`src/rtl/booth_pkg.sv`:
```
package booth_pkg;
  // control lines of one recoded radix-4 digit
  typedef struct packed {
    logic neg;   // negate the selected multiple
    logic one;   // select 1x multiplicand
    logic two;   // select 2x multiplicand
    logic zero;  // digit is zero, row forced to 0
  } bsel_t;
endpackage

```
`src/rtl/booth_enc.sv`:
```
module booth_enc
  import booth_pkg::*;
(
  input  logic [2:0] grp_i,
  output bsel_t      sel_o
);
  int dig_w;
  int ref_w;

  always_comb begin
    sel_o = '0;
    case (grp_i)
      3'b000:          sel_o.zero = 1'b1;
      3'b001, 3'b010:  sel_o.one  = 1'b1;
      3'b011:          sel_o.two  = 1'b1;
      3'b100:          begin sel_o.two = 1'b1; sel_o.neg = 1'b1; end
      3'b101, 3'b110:  begin sel_o.one = 1'b1; sel_o.neg = 1'b1; end
      default:         begin sel_o.zero = 1'b1; sel_o.neg = 1'b1; end
    endcase
    // digit the lines stand for, against the arithmetic weight of the window
    dig_w = sel_o.zero ? 0 : (sel_o.two ? 2 : 1);
    if (sel_o.neg) dig_w = -dig_w;
    ref_w = int'(grp_i[1]) + int'(grp_i[0]) - 2 * int'(grp_i[2]);
    AST_ENC_DIGIT: assert (dig_w == ref_w) else $error("encoder digit %0d, window weight %0d", dig_w, ref_w);
    AST_ENC_SINGLE: assert ($onehot({sel_o.zero, sel_o.one, sel_o.two})) else $error("encoder select lines not one-hot");
  end
endmodule

```
`src/rtl/booth_sel.sv`:
```
module booth_sel
  import booth_pkg::*;
#(
  parameter int W = 8
) (
  input  logic [W-1:0] a_i,
  input  bsel_t        sel_i,
  output logic [W:0]   pp_o,   // ones-complement row, bit W is its sign
  output logic         s_o     // negate bit, added at the row LSB
);
  localparam int RW = W + 1;

  logic [RW-1:0] ext1;
  logic [RW-1:0] ext2;
  int            dig_w;
  int            row_w;

  assign ext1 = {a_i[W-1], a_i};
  assign ext2 = {a_i, 1'b0};

  always_comb begin
    pp_o = ({RW{sel_i.one}} & ext1) | ({RW{sel_i.two}} & ext2);
    pp_o = pp_o ^ {RW{sel_i.neg}};
    if (sel_i.zero) pp_o = '0;
    s_o = sel_i.neg & ~sel_i.zero;
    dig_w = sel_i.zero ? 0 : (sel_i.two ? 2 : 1);
    if (sel_i.neg) dig_w = -dig_w;
    row_w = int'($signed(pp_o)) + int'(s_o);
    AST_SEL_ROW_VALUE: assert (row_w == dig_w * int'($signed(a_i))) else $error("row value %0d, digit %0d", row_w, dig_w);
    AST_SEL_ZERO_ROW: assert (!sel_i.zero || (pp_o == '0 && !s_o)) else $error("zero digit left bits in row");
  end
endmodule

```
`src/rtl/cmp42.sv`:
```
module cmp42 (
  input  logic a_i,
  input  logic b_i,
  input  logic c_i,
  input  logic d_i,
  input  logic cin_i,
  output logic sum_o,
  output logic carry_o,
  output logic cout_o
);
  logic s1;

  always_comb begin
    s1      = a_i ^ b_i ^ c_i;
    cout_o  = (a_i & b_i) | (a_i & c_i) | (b_i & c_i);
    sum_o   = s1 ^ d_i ^ cin_i;
    carry_o = (s1 & d_i) | (s1 & cin_i) | (d_i & cin_i);
    AST_CMP_WEIGHT: assert ((int'(a_i) + int'(b_i) + int'(c_i) + int'(d_i) + int'(cin_i))
                            == (int'(sum_o) + 2 * (int'(carry_o) + int'(cout_o))))
      else $error("4:2 compressor lost weight");
  end
endmodule

```
`src/rtl/booth_mul.sv`:
```
module booth_mul
  import booth_pkg::*;
#(
  parameter int W = 8
) (
  input  logic [W-1:0]   mcand_i,
  input  logic [W-1:0]   mplier_i,
  output logic [2*W-1:0] prod_o
);
  localparam int N     = W / 2;     // radix-4 digits, one row each
  localparam int PW    = 2 * W;     // product width
  localparam int RW    = W + 1;     // selector row width
  localparam int LW    = W + 2;     // top row width with its sign-extension bits
  localparam int SLOTS = 4;         // inputs of one 4:2 compressor

  logic [RW-1:0] pp_row [N];
  logic [N-1:0]  sgn;
  logic [LW-1:0] lv;
  logic [LW-1:0] last_sum;
  logic          ha_c;
  logic [PW-1:0] slot [SLOTS];
  logic [PW-1:0] sum_v;
  logic [PW-1:0] car_v;
  logic [PW-1:0] yv;
  logic          rc;
  int            tot_w;

  // recoding and row selection
  for (genvar i = 0; i < N; i++) begin : g_row
    logic [2:0] grp;
    bsel_t      sel;
    if (i == 0) begin : g_lsb
      assign grp = {mplier_i[1:0], 1'b0};
    end else begin : g_mid
      assign grp = mplier_i[2*i+1 : 2*i-1];
    end
    booth_enc u_enc (.grp_i(grp), .sel_o(sel));
    booth_sel #(.W(W)) u_sel (.a_i(mcand_i), .sel_i(sel), .pp_o(pp_row[i]), .s_o(sgn[i]));
  end

  // top row: constant one, inverted sign, then merge its negate bit by half adders
  assign lv = {1'b1, ~pp_row[N-1][W], pp_row[N-1][W-1:0]};

  always_comb begin
    ha_c = sgn[N-1];
    for (int k = 0; k < LW; k++) begin
      last_sum[k] = lv[k] ^ ha_c;
      ha_c        = lv[k] & ha_c;
    end
    AST_HA_LAST_ROW: assert ({ha_c, last_sum} == ({1'b0, lv} + {{LW{1'b0}}, sgn[N-1]}))
      else $error("half-adder chain sum wrong");
  end

  // column slots: row 0 with its leading bits, middle rows, top row plus spare negate bits
  always_comb begin
    for (int r = 0; r < SLOTS; r++) slot[r] = '0;
    slot[0][W-1:0] = pp_row[0][W-1:0];
    slot[0][W]     = pp_row[0][W];
    slot[0][W+1]   = pp_row[0][W];
    slot[0][W+2]   = ~pp_row[0][W];
    for (int r = 1; r < N - 1; r++) begin
      slot[r][2*r +: W]  = pp_row[r][W-1:0];
      slot[r][2*r+W]     = ~pp_row[r][W];
      slot[r][2*r+W+1]   = 1'b1;
    end
    slot[SLOTS-1][PW-1 -: LW] = last_sum;
    for (int r = 0; r < N - 1; r++) slot[SLOTS-1][2*r] = sgn[r];
  end

  // one rank of 4:2 compressors, carry-out chained to the next column
  for (genvar j = 0; j < PW; j++) begin : g_col
    logic ci;
    logic co;
    if (j == 0) begin : g_first
      assign ci = 1'b0;
    end else begin : g_next
      assign ci = g_col[j-1].co;
    end
    cmp42 u_cmp (
      .a_i(slot[0][j]), .b_i(slot[1][j]), .c_i(slot[2][j]), .d_i(slot[3][j]),
      .cin_i(ci), .sum_o(sum_v[j]), .carry_o(car_v[j]), .cout_o(co)
    );
  end

  // final carry-propagate adder
  assign yv = {car_v[PW-2:0], 1'b0};

  always_comb begin
    rc = 1'b0;
    for (int k = 0; k < PW; k++) begin
      prod_o[k] = sum_v[k] ^ yv[k] ^ rc;
      rc        = (sum_v[k] & yv[k]) | (rc & (sum_v[k] ^ yv[k]));
    end
    tot_w = int'(sum_v) + 2 * int'(car_v) + (int'(g_col[PW-1].co) << PW);
    AST_CPA_TOTAL: assert (prod_o == PW'(tot_w)) else $error("adder output differs from compressed total");
    AST_PROD_VALUE: assert (int'($signed(prod_o)) == int'($signed(mcand_i)) * int'($signed(mplier_i)))
      else $error("product %0d wrong", $signed(prod_o));
  end
endmodule

```
`config.mk`:
```
export PLATFORM = sky130hd
export DESIGN_NAME = booth_mul
export DESIGN_NICKNAME = d
export VERILOG_FILES = /design/src/rtl/booth_pkg.sv /design/src/rtl/booth_enc.sv /design/src/rtl/booth_sel.sv /design/src/rtl/cmp42.sv /design/src/rtl/booth_mul.sv
export SDC_FILE = /design/constraint.sdc
export NUM_CORES = 1
export LEC_CHECK = 0
export BUFFER_PORTS_ARGS = -buffer_cell sky130_fd_sc_hd__buf_2
export CORE_ASPECT_RATIO = 0.6
export CORE_MARGIN = 3
export CORE_UTILIZATION = 50
export DETAILED_ROUTE_END_ITERATION = 10
export PLACE_DENSITY_LB_ADDON = 0.25
export SYNTH_ARGS = -nofsm -noshare
export SYNTH_HDL_FRONTEND = slang
export SYNTH_SLANG_ARGS = --single-unit
```
`constraint.sdc`:
```
create_clock -name vclk -period 9.55
set_input_delay 0.955 -clock vclk [all_inputs]
set_output_delay 0.955 -clock vclk [all_outputs]
set_load 0.1 [all_outputs]
```
==> results of run 1 <==
-- per-stage QoR --
step	utilization, %	area [um^2]
after floorplan	-	1900
after global placement	57.6	1980
after detailed placement	57.6	1980
after CTS	57.6	1980
after global routing	57.6	1980
final	57.6	1980
-- logic make-up after synthesis --
kind of cell | share of synthesized area [%]
buf+inv | 14.8
compound gates | 17.9
fa+ha+maj | 39.7
mux | 1.05
simple gates | 13.6
xor+xnor | 12.9
-- area by class of cell --
type / count / area [um^2] / share of cell area (%)
multi-input cells: 175 / 1620 / 81.5
repair buffers: 32 / 160 / 8.07
inverters: 40 / 150 / 7.57
well taps: 45 / 56.3 / 2.84
-- worst max-delay path, cell delays in order --
cell      delay (ns)
buf_2           0.32
or3b_1          0.50
o221ai_1        0.29
fa_1            0.49
fa_1            0.54
inv_1           0.05
fa_1            0.45
fa_1            0.41
fa_1            0.40
fa_1            0.39
fa_1            0.36
inv_1           0.07
fa_1            0.18
fa_1            0.19
fa_1            0.16
inv_1           0.05
fa_1            0.37
fa_1            0.36
inv_1           0.07
fa_1            0.17
xnor2_1         0.11
buf_2           0.44
-- routing by layer --
metal | vias to the layer above | track usage, % | share of wire, %
met1 | 760 | 31.2 | 52
li1 | 795 | - | -
met5 | - | 0 | 0
met3 | 0 | 0.153 | 8.9
met4 | 0 | 0 | 0
met2 | 51 | 28.9 | 39
-- synthesized netlist by cell type (6+ instances only) --
cell type,n,share of area [%]
inv_1,40,7.9
fa_1,27,28
nand2_1,19,3.8
ha_1,17,11
nor2_1,15,3.0
xnor2_1,14,6.5
xor2_1,14,6.5
clkbuf_1,12,2.4
o221ai_1,10,4.6
a221oi_1,9,4.2
buf_2,9,2.4
o21ai_0,9,2.4
a21oi_1,8,2.1
nand3_1,6,1.6
-- worst paths after layout --
kind / startpoint / to / slack, ns / cells after the start
setup / recovery: mplier_i[3] / prod_o[15] / 1.27 / 22
hold / removal: mplier_i[1] / prod_o[0] / 2.76 / 3
==> metrics, run 1 <==
status=finished clean; Crit Path Class=in -> out; DRT Wirelength=between 3000 and 4000 um; Seq. cell area=0 um^2; Post-Layout Cell Count=approximately 290; worst hold slack=roughly 2.8 ns; Syn Inst Count=between 200 and 250; # IOs=32; DP Worst Slack=between 1 and 1.5 ns; Via density=5.50; final clock period utilization by the worst path=approximately 87%; ANT cells=0; Mapped Nets=between 300 and 400; share of cells above drive strength 1=roughly an eighth; DP HPWL=3320 um; area delta synth->final=4.48%; port buffer count=32; PnR worst setup slack=between 1 and 1.5 ns; post-CTS setup buffer count=0; Initial Util=55.2%; placed cell count=slightly below 300; Die Y-Extent=53.7 um; relative slew slack=a little over three fifths; CP startpoint kind=input port; Core ar.=0.00344 mm^2; Final #Nets=309; fill count=341; fin crit period=around 8.3 ns; CTS resizes=0; DRC Markers=0; Core Rows=16; Worst EP required=approximately 8.6 ns; CP max FO=19; GRT overflow=0; drt wl/cell=13.4 um; most common cell after layout, fill and taps aside=inv_1; worst-margin pin slew=between 0.5 and 0.6 ns; RSZ-0062 raised after global routing=false; Horiz. Die Dim=approximately 86 um; setup TNS=0 ns; largest net degree at the start of global routing=28; # Max-Cap Violations=0; synth unique cells=28; antenna violations before repair=0; Placer Congestion=about 0.96; num sequential=0; Crit. End Element=output pin; Hold Path Class=in -> out; TritonRoute pass-1 iters=4; Ys Warns=0; Hold Vio Cnt, Final=0; vias in the first global route=~1,400; Critical Path AT=approximately 7.3 ns; pins over their slew limit=0; DR iter-0 viols=between 100 and 150; Post-Syn Area=0.00190 mm^2; CTS Hold Bufs=0; clock buffer count=0; Total GRT Usage=approximately a fifth; vias=1,606; Mean Syn Cell Area=just under 8 um^2; Setup violations, final=0; die area=~0.0046 mm^2; ANT nets after route=0; register area share after synthesis=0%; first-pass GRT wire length=6980 um; commonest cells after routing, fill and taps aside=inv_1 (40), buf_2 (32), fa_1 (27); upper clock frequency limit=between 100 and 150 MHz
Power of run 1 is left out: the tool's default activity adds up to more than one toggle a clock period on the data nets, which glitch-free logic cannot reach.
==> inputs of run 2 (changes only) <==
Clock period 9.55 ns to 10.6 ns, I/O delays scaled along.
==> metrics, run 2 (synthesis gave the netlist of run 1 again) <==
relative slew slack=59.2% (-3.3 points); Seq. cell area=0 um^2 (unchanged); most common cell after layout, fill and taps aside=inv_1; commonest cells after routing, fill and taps aside=inv_1 (40), buf_2 (32), fa_1 (27); Final #Nets=309 (unchanged); port buffer count=32 (unchanged); ANT nets after route=0 (unchanged); cells along the critical path=buf_2, or3b_1, o221ai_1, fa_1, fa_1, inv_1, fa_1, fa_1, fa_1, fa_1, fa_1, inv_1, fa_1, fa_1, fa_1, inv_1, fa_1, fa_1, inv_1, fa_1, xnor2_1, buf_2; Total GRT Usage=18.0% (-0.83 points); worst setup path startpoint=mplier_i[3]; Critical Path AT=7.43 ns (+0.10 ns); Core ar.=0.00344 mm^2 (unchanged); final clock period utilization by the worst path=80.0%; RSZ-0062 raised after global routing=false; drt wl/cell=13.0 um (-3.4%); ANT cells=0 (unchanged); GRT overflow=0 (unchanged); DRT Wirelength=3780 um (-3.4%); pins over their slew limit=0 (unchanged); Slowest cell on crit path=fa_1; num sequential=0 (unchanged); Initial Util=55.2% (unchanged); Crit path largest cell delay=0.55 ns (about the same); CP dominant cell by count=fa_1; Die Y-Extent=53.7 um (unchanged); Hold Path Class=in -> out; vias=1,556 (-3.1%); DRC Markers=0 (unchanged); Worst EP required=9.54 ns (+0.94 ns); upper clock frequency limit=around 120 MHz; # IOs=32 (unchanged); final instance area=0.00198 mm^2 (unchanged); worst-margin pin slew=0.607 ns (+0.0488 ns); Via density=5.33 (-3.1%); die area=0.00460 mm^2 (unchanged); Setup violations, final=0 (unchanged); CP max FO=19 (unchanged); CP Capture Point=prod_o[15]; largest net degree at the start of global routing=28 (unchanged); Hold Vio Cnt, Final=0 (unchanged); Horiz. Die Dim=85.6 um (unchanged); Crit. End Element=output pin; post-CTS setup buffer count=0 (unchanged); placed cell count=292 (unchanged); Core Rows=16 (unchanged); CTS Hold Bufs=0 (unchanged); CP startpoint kind=input port; CTS resizes=0 (unchanged); Post-Layout Cell Count=292 (unchanged); DP HPWL=3250 um (-2.2%); DR iter-0 viols=178 (+50%); clock buffer count=0 (unchanged); area delta synth->final=4.48% (unchanged); # Max-Cap Violations=0 (unchanged); share of cells above drive strength 1=13.0% (unchanged); Placer Congestion=0.967 (+0.37%); status=finished clean; fill count=340 (-0.29%); setup TNS=0 ns (unchanged); antenna violations before repair=0 (unchanged); fin crit period=~8.5 ns; vias in the first global route=1,370 (-1.5%); Crit Path Class=in -> out; Post-Place Cell Area=0.00198 mm^2 (unchanged); TritonRoute pass-1 iters=5 (+1); area of the multi-input gates=0.00162 mm^2 (unchanged); first-pass GRT wire length=6690 um (-4.1%)
## run 2: cell counts in the layout (fill, tap and decap cells not counted)
No cell type changed its count.
## run 2: per-stage QoR
stage	hold WS (ns)	worst slack, ns	utilization (%)
2_1_floorplan	2.75	2.20	-
3_3_place_gp	2.96	2.16	57.6
3_5_place_dp	2.97	2.03	57.6
4_1_cts	2.97	2.04	57.6
5_1_grt	3.02	1.78	57.6
6_report	2.96	2.11	57.6
## run 2: area by class of cell
type	count	share of cell area, %
multi-input combinational	175	81.5
timing repair buffer	32	8.07
inverter	40	7.57
tap	45	2.84
## run 2: worst max-delay path, delay by kind of cell
family | cells | cell delay [ns]
buffers and inverters | 6 | 0.99
xor gates and xnor gates | 1 | 0.11
AOI/OAI and AO/OA | 1 | 0.28
and+or+nand+nor | 1 | 0.50
adders and majority gates | 13 | 4.45
## run 2: how the worst min path moves through the flow
stage / startpoint / to / slack (ns) / depth (start not counted)
2_1_floorplan: mplier_i[1] / prod_o[0] / 2.75 / 4
3_3_place_gp: mplier_i[1] / prod_o[0] / 2.96 / 3
3_5_place_dp: mplier_i[1] / prod_o[0] / 2.97 / 3
4_1_cts: mplier_i[1] / prod_o[0] / 2.97 / 3
5_1_grt: mplier_i[1] / prod_o[0] / 3.02 / 3
6_report: mplier_i[1] / prod_o[0] / 2.96 / 3
## run 2: metal layers
layer  track usage [%]  share of wire [%]  vias to the layer above
li1                  -                  -                      794
met1              29.5                 54                      709
met2              25.8                 37                       53
met3              2.91                9.0                        0
met4                 0                  0                        0
met5                 0                  0                        -
Power of run 2 is left out for the same reason.
==> inputs of run 3 (changes only) <==
Clock period 10.6 ns to 8 ns, I/O delays scaled along.
==> metrics, run 3 (synthesis gave the netlist of run 1 again) <==
Core Rows=16 (unchanged); CP startpoint kind=input port; status=finished clean; CP max FO=9 (-10); Initial Util=55.2% (unchanged); final instance area=0.00202 mm^2 (+2.0%); upper clock frequency limit=130 MHz; WHS Path Cells=7 (+4); Hold Startpoint=mplier_i[6]; relative slew slack=60.0% (+0.84 points); most common cell after layout, fill and taps aside=inv_1; num sequential=0 (unchanged); Core ar.=0.00344 mm^2 (unchanged); fin crit period=between 7 and 8 ns; Via density=5.30 (-0.51%); Horiz. Die Dim=85.6 um (unchanged); area delta synth->final=6.59%; worst-margin pin slew=0.594 ns (-0.0124 ns); pins over their slew limit=0 (unchanged); antenna violations before repair=0 (unchanged); clock buffer count=0 (unchanged); worst setup path startpoint=mplier_i[2]; Worst EP required=7.20 ns (-2.34 ns); Crit Path Class=in -> out; # Max-Cap Violations=0 (unchanged); Critical Path AT=6.92 ns (-0.51 ns); Hold Path Class=in -> out; RSZ-0062 raised after global routing=false; # IOs=32 (unchanged); GRT overflow=0 (unchanged); Final #Nets=312 (+0.97%); drt wl/cell=13.6 um (+5.2%); Crit. End Element=output pin; hold endpoint=prod_o[15]; DRC Markers=0 (unchanged); post-CTS setup buffer count=0 (unchanged); largest net degree at the start of global routing=27 (-3.6%); vias in the first global route=1,392 (+1.6%); first-pass GRT wire length=6960 um (+3.9%); Placer Congestion=0.851 (-12%); die area=0.00460 mm^2 (unchanged); CTS resizes=0 (unchanged); Post-Place Cell Area=0.00202 mm^2 (+1.9%); Setup violations, final=0 (unchanged); setup TNS=0 ns (unchanged); vias=1,564 (+0.51%); Total GRT Usage=18.9% (+0.90 points); final clock period utilization by the worst path=96.4%; commonest cells after routing, fill and taps aside=inv_1 (40), buf_2 (30), fa_1 (27); fill count=323 (-5.0%); Die Y-Extent=53.7 um (unchanged); share of cells above drive strength 1=14.0% (+1.0 points); ANT cells=0 (unchanged); TritonRoute pass-1 iters=4 (-1); port buffer count=32 (unchanged); CTS Hold Bufs=0 (unchanged); ANT nets after route=0 (unchanged); DRT Wirelength=4020 um (+6.3%); Seq. cell area=0 um^2 (unchanged); DR iter-0 viols=132 (-26%); DP HPWL=3430 um (+5.5%); Hold Vio Cnt, Final=0 (unchanged)
run 3: worst max-delay path, stage by stage:
cell and delay, ns:
buf_2 0.16, or3b_1 0.51, o221ai_1 0.27, fa_1 0.48, fa_1 0.54, inv_1 0.05
fa_1 0.45, fa_1 0.40, fa_1 0.39, fa_1 0.38, fa_1 0.36, inv_1 0.07
fa_1 0.18, fa_1 0.18, fa_1 0.17, inv_1 0.05, fa_1 0.37, fa_1 0.36
inv_1 0.07, fa_1 0.41, buf_4 0.25
run 3: final cells by class:
cell class | count | area, um^2 | share of cell area [%]
inverter | 40 | 150 | 7.42
tap | 45 | 56.3 | 2.78
timing repair buffer | 35 | 200 | 9.89
multi-input combinational | 175 | 1620 | 79.9
run 3: per-layer routing:
layer / part of all wire, % / GRT usage [%] / vias up / wire length [um]
met5: 0 / 0 / - / 0
met2: 38 / 27.8 / 49 / 1540
met4: 0 / 0 / 0 / 0
met1: 54 / 30.9 / 713 / 2180
li1: - / - / 802 / -
met3: 7.4 / 2.14 / 0 / 298
run 3: per-stage QoR:
step                      hold slack, ns  std cells  setup WS [ns]  utilization, %
after floorplan                     2.23        242          0.120               -
final                               2.48        295          0.284            58.8
after detailed placement            2.46        295          0.167            58.7
after global placement              2.46        295          0.232            58.7
after CTS                           2.48        295          0.174            58.7
after global routing                2.53        295         0.0183            58.8
run 3: worst max path at each step:
stage | slack, ns | cells after the start | end
5_1_grt | 0.02 | 21 | prod_o[14]
6_report | 0.28 | 21 | prod_o[14]
2_1_floorplan | 0.12 | 22 | prod_o[15]
4_1_cts | 0.17 | 21 | prod_o[14]
3_3_place_gp | 0.23 | 21 | prod_o[14]
3_5_place_dp | 0.17 | 21 | prod_o[14]
Power of run 3 is left out for the same reason.
